<file path="src/rtl/gpio_edge_bank_pkg.sv">
package gpio_edge_bank_pkg;

  localparam int unsigned BUS_W      = 32;
  localparam int unsigned PORT_LINES = 8;

  localparam int unsigned OFS_FUNC    = 'h00;
  localparam int unsigned OFS_DIR     = 'h08;
  localparam int unsigned OFS_DATA    = 'h0C;
  localparam int unsigned OFS_PEND    = 'h10;
  localparam int unsigned OFS_MODE_LO = 'h14;
  localparam int unsigned OFS_MODE_HI = 'h18;

  typedef enum logic [1:0] {
    MODE_OFF  = 2'd0,
    MODE_FALL = 2'd1,
    MODE_RISE = 2'd2,
    MODE_BOTH = 2'd3
  } edge_mode_e;

  // bit of a line in a one-bit-per-line register
  function automatic logic [4:0] bit_pos(int line, bit rev);
    int prt;
    int pin;
    prt = line / PORT_LINES;
    pin = line % PORT_LINES;
    if (rev) return 5'(line);
    return 5'(PORT_LINES * (3 - prt) + pin);
  endfunction

  // bit of a line's mode field in the 64-bit pair {0x18, 0x14}
  function automatic logic [5:0] mode_pos(int line, bit rev);
    int prt;
    int pin;
    int half;
    prt  = line / PORT_LINES;
    pin  = line % PORT_LINES;
    half = rev ? (prt % 2) : (1 - (prt % 2));
    return 6'(32 * (prt / 2) + 16 * half + 2 * pin);
  endfunction

endpackage

</file>
<file path="src/rtl/gpio_edge_bank_sync.sv">
module gpio_edge_bank_sync #(
  parameter int WIDTH = 32
) (
  input  logic             clk_i,
  input  logic             rst_ni,
  input  logic [WIDTH-1:0] async_i,
  output logic [WIDTH-1:0] sync_o
);

  logic [WIDTH-1:0] meta_q;
  logic [WIDTH-1:0] sync_q;

  always_ff @(posedge clk_i or negedge rst_ni) begin
    if (!rst_ni) begin
      meta_q <= '0;
      sync_q <= '0;
    end else begin
      meta_q <= async_i;
      sync_q <= meta_q;
    end
  end

  assign sync_o = sync_q;

endmodule

</file>
<file path="src/rtl/gpio_edge_bank_detect.sv">
module gpio_edge_bank_detect #(
  parameter int N_LINES = 32
) (
  input  logic                    clk_i,
  input  logic                    rst_ni,
  input  logic [N_LINES-1:0]      level_i,
  input  logic [N_LINES-1:0][1:0] mode_i,
  output logic [N_LINES-1:0]      hit_o
);

  logic [N_LINES-1:0] prev_q;

  always_ff @(posedge clk_i or negedge rst_ni) begin
    if (!rst_ni) prev_q <= '0;
    else         prev_q <= level_i;
  end

  for (genvar l = 0; l < N_LINES; l++) begin : g_line
    logic rise;
    logic fall;
    assign rise     = level_i[l] & ~prev_q[l];
    assign fall     = ~level_i[l] & prev_q[l];
    // mode bit 1 selects rising, bit 0 selects falling
    assign hit_o[l] = (mode_i[l][1] & rise) | (mode_i[l][0] & fall);
  end

endmodule

</file>
<file path="src/rtl/gpio_edge_bank_route.sv">
module gpio_edge_bank_route #(
  parameter int N_LINES   = 32,
  parameter int N_CPU     = 2,
  parameter bit CPU_ROUTE = 1'b1
) (
  input  logic                           clk_i,
  input  logic                           rst_ni,
  input  logic [N_LINES-1:0]             pend_i,
  input  logic [N_CPU-1:0][N_LINES-1:0]  mask_i,
  output logic [N_CPU-1:0]               irq_o
);

  logic [N_CPU-1:0] req;
  logic [N_CPU-1:0] irq_q;

  for (genvar c = 0; c < N_CPU; c++) begin : g_cpu
    if (CPU_ROUTE) begin : g_masked
      assign req[c] = |(pend_i & mask_i[c]);
    end else begin : g_flat
      logic [N_LINES-1:0] unused_mask;
      assign unused_mask = mask_i[c];
      assign req[c]      = |pend_i;
    end
  end

  always_ff @(posedge clk_i or negedge rst_ni) begin
    if (!rst_ni) irq_q <= '0;
    else         irq_q <= req;
  end

  assign irq_o = irq_q;

endmodule

</file>
<file path="src/rtl/gpio_edge_bank.sv">
module gpio_edge_bank
  import gpio_edge_bank_pkg::*;
#(
  parameter int N_LINES   = 32,
  parameter int N_CPU     = 2,
  parameter bit CPU_ROUTE = 1'b1,
  parameter bit PORT_REV  = 1'b0,
  parameter int ADDR_W    = 8,
  parameter int MASK_BASE = 'h20
) (
  input  logic               clk_i,
  input  logic               rst_ni,
  input  logic [ADDR_W-1:0]  addr_i,
  input  logic               we_i,
  input  logic [BUS_W-1:0]   wdata_i,
  output logic [BUS_W-1:0]   rdata_o,
  input  logic [N_LINES-1:0] gpio_i,
  output logic [N_LINES-1:0] gpio_o,
  output logic [N_LINES-1:0] gpio_oe_o,
  output logic [N_CPU-1:0]   irq_o
);

  localparam int CPU_W     = (N_CPU > 1) ? $clog2(N_CPU) : 1;
  localparam int MASK_SPAN = 4 * N_CPU;
  localparam int MAX_LINES = 4 * PORT_LINES;

  logic [N_LINES-1:0]            dir_q, dout_q, stat_q;
  logic [N_LINES-1:0][1:0]       mode_q;
  logic [N_CPU-1:0][N_LINES-1:0] mask_q;

  logic [N_LINES-1:0]            pin_sync, edge_hit, mode_en, stat_clr, pend_live;
  logic [N_LINES-1:0]            wr_line, mode_hi;
  logic [N_LINES-1:0][1:0]       wr_mode;

  logic [BUS_W-1:0]              dir_w, data_w, stat_w;
  logic [2*BUS_W-1:0]            mode_w;
  logic [N_CPU-1:0][BUS_W-1:0]   mask_w;

  logic                          wr_dir, wr_data, wr_pend, wr_mode_lo, wr_mode_hi;
  logic                          is_mask;
  logic [ADDR_W-1:0]             mask_off;
  logic [CPU_W-1:0]              cpu_idx;
  logic [N_CPU-1:0]              wr_mask;

  // ---- lane mapping between line index and bus bit -------------------------
  for (genvar l = 0; l < MAX_LINES; l++) begin : g_lane
    localparam logic [4:0] BP = bit_pos(l, PORT_REV);
    localparam logic [5:0] MP = mode_pos(l, PORT_REV);
    if (l < N_LINES) begin : g_live
      assign dir_w[BP]       = dir_q[l];
      assign data_w[BP]      = pin_sync[l];
      assign stat_w[BP]      = stat_q[l];
      assign mode_w[MP +: 2] = mode_q[l];
      assign wr_line[l]      = wdata_i[BP];
      assign wr_mode[l]      = wdata_i[MP[4:0] +: 2];
      assign mode_hi[l]      = MP[5];
      assign mode_en[l]      = |mode_q[l];
      for (genvar c = 0; c < N_CPU; c++) begin : g_mask
        assign mask_w[c][BP] = mask_q[c][l];
      end
    end else begin : g_void
      assign dir_w[BP]       = 1'b0;
      assign data_w[BP]      = 1'b0;
      assign stat_w[BP]      = 1'b0;
      assign mode_w[MP +: 2] = 2'b00;
      for (genvar c = 0; c < N_CPU; c++) begin : g_mask
        assign mask_w[c][BP] = 1'b0;
      end
    end
  end

  // ---- address decode ------------------------------------------------------
  assign wr_dir     = we_i && (addr_i == ADDR_W'(OFS_DIR));
  assign wr_data    = we_i && (addr_i == ADDR_W'(OFS_DATA));
  assign wr_pend    = we_i && (addr_i == ADDR_W'(OFS_PEND));
  assign wr_mode_lo = we_i && (addr_i == ADDR_W'(OFS_MODE_LO));
  assign wr_mode_hi = we_i && (addr_i == ADDR_W'(OFS_MODE_HI));

  assign mask_off = addr_i - ADDR_W'(MASK_BASE);
  assign is_mask  = (addr_i >= ADDR_W'(MASK_BASE)) &&
                    (mask_off < ADDR_W'(MASK_SPAN)) &&
                    (mask_off[1:0] == 2'b00);
  assign cpu_idx  = mask_off[CPU_W+1:2];

  for (genvar c = 0; c < N_CPU; c++) begin : g_wr_mask
    assign wr_mask[c] = we_i && is_mask && (cpu_idx == CPU_W'(c));
  end

  assign stat_clr  = wr_pend ? wr_line : '0;
  assign pend_live = stat_q & mode_en;

  // ---- read mux ------------------------------------------------------------
  always_comb begin
    rdata_o = '0;
    if      (addr_i == ADDR_W'(OFS_DIR))     rdata_o = dir_w;
    else if (addr_i == ADDR_W'(OFS_DATA))    rdata_o = data_w;
    else if (addr_i == ADDR_W'(OFS_PEND))    rdata_o = stat_w;
    else if (addr_i == ADDR_W'(OFS_MODE_LO)) rdata_o = mode_w[BUS_W-1:0];
    else if (addr_i == ADDR_W'(OFS_MODE_HI)) rdata_o = mode_w[2*BUS_W-1:BUS_W];
    else if (is_mask)                        rdata_o = mask_w[cpu_idx];
  end

  // ---- registers -----------------------------------------------------------
  always_ff @(posedge clk_i or negedge rst_ni) begin
    if (!rst_ni) begin
      dir_q  <= '0;
      dout_q <= '0;
      stat_q <= '0;
      mode_q <= '0;
      mask_q <= '1;
    end else begin
      if (wr_dir)  dir_q  <= wr_line;
      if (wr_data) dout_q <= wr_line;
      // new edge wins over a same-cycle clear
      stat_q <= (stat_q & ~stat_clr) | edge_hit;
      for (int l = 0; l < N_LINES; l++) begin
        if ((wr_mode_lo && !mode_hi[l]) || (wr_mode_hi && mode_hi[l]))
          mode_q[l] <= wr_mode[l];
      end
      for (int c = 0; c < N_CPU; c++) begin
        if (wr_mask[c]) mask_q[c] <= wr_line;
      end
    end
  end

  assign gpio_o    = dout_q;
  assign gpio_oe_o = dir_q;

  // ---- datapath ------------------------------------------------------------
  gpio_edge_bank_sync #(
    .WIDTH (N_LINES)
  ) u_sync (
    .clk_i   (clk_i),
    .rst_ni  (rst_ni),
    .async_i (gpio_i),
    .sync_o  (pin_sync)
  );

  gpio_edge_bank_detect #(
    .N_LINES (N_LINES)
  ) u_detect (
    .clk_i   (clk_i),
    .rst_ni  (rst_ni),
    .level_i (pin_sync),
    .mode_i  (mode_q),
    .hit_o   (edge_hit)
  );

  gpio_edge_bank_route #(
    .N_LINES   (N_LINES),
    .N_CPU     (N_CPU),
    .CPU_ROUTE (CPU_ROUTE)
  ) u_route (
    .clk_i  (clk_i),
    .rst_ni (rst_ni),
    .pend_i (pend_live),
    .mask_i (mask_q),
    .irq_o  (irq_o)
  );

endmodule

</file>
<file path="config.mk">
export PLATFORM = sky130hd
export DESIGN_NAME = gpio_edge_bank
export DESIGN_NICKNAME = d
export VERILOG_FILES = /design/src/rtl/gpio_edge_bank_pkg.sv /design/src/rtl/gpio_edge_bank_sync.sv /design/src/rtl/gpio_edge_bank_detect.sv /design/src/rtl/gpio_edge_bank_route.sv /design/src/rtl/gpio_edge_bank.sv
export SDC_FILE = /design/constraint.sdc
export NUM_CORES = 1
export LEC_CHECK = 0
export CAP_MARGIN = 20
export CORE_MARGIN = 8
export CORE_UTILIZATION = 46
export DETAILED_ROUTE_END_ITERATION = 10
export PLACE_DENSITY = 0.68
export REMOVE_ABC_BUFFERS = 1
export SYNTH_ARGS = -nofsm -noshare
export SYNTH_HDL_FRONTEND = slang
export SYNTH_SLANG_ARGS = --single-unit
</file>
<file path="constraint.sdc">
create_clock -name clk_i -period 6.3 [get_ports clk_i]
set_clock_uncertainty 0.15 [all_clocks]
set_input_delay 1.26 -clock clk_i [delete_from_list [all_inputs] [get_ports clk_i]]
set_output_delay 1.26 -clock clk_i [all_outputs]
set_load 0.005 [all_outputs]
</file>
==> implementation parameters <==
Parameter                              Value

STA
  Clock period minus worst slack ... 5.712 ns
  Max Transition Viols Final ... 0
  FMAX ... 0.1751 GHz
  Unrepaired setup endpoints after global routing ... no
  Hold Fails Final Rpt ... 0
  Post-route clock period utilization ... 0.9067
  Final sum of negative setup slack ... 0 ns
  Worst slew slack as a fraction of its limit ... 0.4521
  Slew @ Worst Pin ... 0.8192 ns
  Endpoints failing setup ... 0

GRT
  Vias in the first global route ... 10,250
  Global routing usage summed across all routing layers ... 0.2236
  Overflow left after global routing ... 0
  Number of antenna violations at the first check in global routing ... 1
  Pin count of the biggest net entering global routing ... 128
  First-pass GRT wire length ... 62,990 um

Critical path
  CP endpoint kind ... output pin
  Crit path from ... addr_i[5]
  Crit path DAT ... 4.30 ns
  Terminus of the critical flop-to-flop path ... u_route.irq_o[0]
  Crit path kind ... in2out
  Crit path launch type ... primary input
  Critical Path Fanout Max ... 9
  Register-to-register setup slack ... 4.52 ns
  Worst Path Required ... 4.89 ns
  Worst reg-to-reg path cell count ... 4
  RR Startpoint ... mode_q[9]

Synthesis
  Post-Syn Instances ... 1,082
  Post-synthesis cell type with the largest combined area ... dfrtp_1
  Post-Synthesis Cell Area ... 0.01400 sq mm
  Mean instance size in the synthesized netlist ... 12.94 sq um
  Most frequently used flop master after synthesis ... dfrtp_1
  Share of flip-flops with an asynchronous set or reset after synthesis ... 1.000
  Syn. warnings ... 0
  Area fraction of the dominant cell type after synthesis ... 0.4611
  Number of flops mapped to enable cells by yosys ... 0
  Share of the yosys chip area belonging to registers ... 0.5812
  Cell types occupying the most area after synthesis ... dfrtp_1 46%, mux2_2 14%, dfstp_2 12%, o211ai_1 3.4%, mux2_1 3.3%
  Total of flip-flops plus latches after synthesis ... 322
  Number of distinct library cells after synthesis ... 50

Clocking
  Number of sinks handled by clock tree synthesis ... 322
  H-tree levels ... 2
  Clock tree from TritonCTS ... done
  Clock network latency to the later pin of the worst-skew pair ... 0.52 ns
  Number of buffers added to fix hold violations after cts ... 0
  Cell at the root of the clock tree ... clkbuf_16
  Setup Buffers After CTS ... 0
  Total of cells resized after clock tree synthesis ... 0
  Clock Tree Buf Depth ... 3
  Post-CTS clock slew at the launch and capture registers of the worst setup and hold paths ... 0.06 ns
  Clock buffers created by TritonCTS ... 36

Route
  Routed wire length on met2 ... 19,030 um
  Highest layer used for signal routing ... met4
  Antenna-violating nets left ... 0
  Post-detailed-route wirelength per cell ... 24.01 um
  DRC violation total after the first TritonRoute iteration ... 901
  First-pass DRT Iterations ... 6
  Met1 WL ... 17,740 um
  Met3 Routed Length ... 2817 um
  Via count ... 9,926
  DRC violations left ... 0
  Drt total wl ... 40,510 um
  Average via count per standard cell ... 5.884

Pwr
  Static leakage power ... 0.007666 uW
  VDD IR max ... 0.0001768 V
  Power Dens Cells ... 289.7 mW/mm^2

Worst hold path
  Worst Hold Depth ... 0
  End of the worst hold path ... u_sync.sync_o[7]
  Beginning of the worst hold path ... u_sync.meta_q[7]
  Worst min-delay path category ... reg2reg

Placed design
  Dpl hpwl ... 27,610 um
  Total of buffers placed on input and output ports ... 172
  Placer Congestion ... 0.8550
  Count of placed standard cells including taps ... 1,620

Floorplanning
  Area of the die ... 0.03628 sq mm
  Initial cell density of the core ... 0.4625
  X dimension of the die ... 190.5 um
  Number of ports placed on the die boundary ... 173
  DIE HEIGHT ... 190.5 um
  Area of the core ... 0.03027 sq mm
  Std-Cell Rows ... 64

Status
  Run status ... finished, final reports clean

Final layout
  Post-route insts no fill ... 1,687
  Count of nets after finishing ... 1,338
  Fraction of final layout cells sized beyond drive strength 1 ... 0.2612
  Area delta synth->final ... 24.67%

Job
  Max_cap viols ... 0
==> area by class of cell <==
class	count	area, sq um
Clock buffer	54	1091
Multi-Input combinational cell	682	5525
Inverter	24	90.09
Tap cell	396	495.5
Sequential cell	322	8138
Clock inverter	12	171.4
Antenna cell	1	2.502
Timing Repair Buffer	196	1942
Fill cell	2502	12810
==> cells by family (layout without fill, tap and decap cells) <==
logic type / after synthesis / after routing / synth area share
buffers and inverters: 78 / 286 / 0.02583
xor gates and xnor gates: 1 / 1 / 0.0006257
DFF: 322 / 322 / 0.5812
adders and majority gates: 1 / 1 / 0.0008935
and+or+nand+nor: 221 / 221 / 0.08901
other: 0 / 1 / 0
muxes: 249 / 249 / 0.1976
AOI/OAI and AO/OA: 210 / 210 / 0.1048
==> power by group <==
group / internal (uW) / total, uW / switching, uW
Clock: 1360 / 2210 / 846
Sequential: 2270 / 2450 / 183
Combinational: 219 / 395 / 176
==> routing by layer <==
| layer | vias to the layer above | GRT usage |
|---|---|---|
| met5 | - | 0 |
| met4 | 0 | 0.06026 |
| met3 | 75 | 0.04828 |
| met2 | 351 | 0.3582 |
| met1 | 5116 | 0.3046 |
| li1 | 4384 | - |
==> how the worst max path moves through the flow <==
stage | slack (ns) | endpoint | cells after the start
floorplan | 0.17 | rdata_o[0] | 4
CTS | 0.63 | rdata_o[17] | 8
global placement | 0.71 | rdata_o[21] | 8
detailed placement | 0.62 | rdata_o[21] | 8
finish | 0.59 | rdata_o[21] | 8
global route | 0.32 | rdata_o[21] | 8
==> stage by stage <==
| step | instance area, sq um | setup WS, ns | hold slack (ns) | utilization | total power [uW] |
|---|---|---|---|---|---|
| 2_1_floorplan | 13730 | 0.1731 | 0.1812 | - | 2602 |
| 3_3_place_gp | 16190 | 0.7087 | 0.1835 | 0.5349 | 2860 |
| 3_5_place_dp | 16190 | 0.6248 | 0.1847 | 0.5349 | 2880 |
| 4_1_cts | 17450 | 0.6347 | 0.1967 | 0.5766 | 5097 |
| 5_1_grt | 17460 | 0.3232 | 0.2013 | 0.5767 | 5242 |
| 6_report | 17460 | 0.5879 | 0.1945 | 0.5767 | 5056 |
==> cell usage after synthesis (2+ instances only) <==
library cell and instances:
dfrtp_1 258, mux2_2 178, nand2_1 68, dfstp_2 64, o211ai_1 64, o21ai_0 55, mux2_1 41, a21o_1 32
nand3b_1 32, mux2i_1 30, nand4_1 28, buf_2 27, nand3_1 26, inv_1 24, a32oi_1 21, nand2b_1 21
o22ai_1 20, nor2_1 19, clkbuf_1 18, a221o_1 10, nor4_1 5, o221ai_1 4, and3_1 3, buf_4 3
buf_6 3, buf_1 2, nor3_2 2, or3_1 2
==> critical path, stage by stage <==
cell             delay [ns]
clkdlybuf4s50_1        0.65
inv_1                  0.14
ha_1                   0.23
xnor2_1                0.45
nand3_1                0.52
o221ai_1               0.31
a221o_1                0.20
clkdlybuf4s50_1        0.52
==> sequential cells by signal, summed over array words and instances, names as in the netlist <==
| name | flops |
|---|---|
| u_sync.meta_q | 32 |
| gpio_o | 32 |
| gpio_oe_o | 32 |
| u_route.irq_o | 2 |
| stat_q | 32 |
| mask_q | 64 |
| u_detect.prev_q | 32 |
| u_sync.sync_o | 32 |
| mode_q | 64 |
==> layout by cell type, fill, tap and decap left out, types with 7 or more instances in the layout <==
cell,instances
nand3b_1,32
nand2_1,68
mux2_1,41
nor2_1,19
nand4_1,28
a32oi_1,21
mux2i_1,30
buf_4,22
o211ai_1,64
clkbuf_8,8
dfrtp_1,258
clkbuf_16,38
clkinv_2,7
dfstp_2,64
o22ai_1,20
o21ai_0,55
inv_1,24
a21o_1,32
clkdlybuf4s50_1,170
a221o_1,10
clkbuf_1,8
nand3_1,26
nand2b_1,21
mux2_2,178
(Power assumes the default switching activity.)
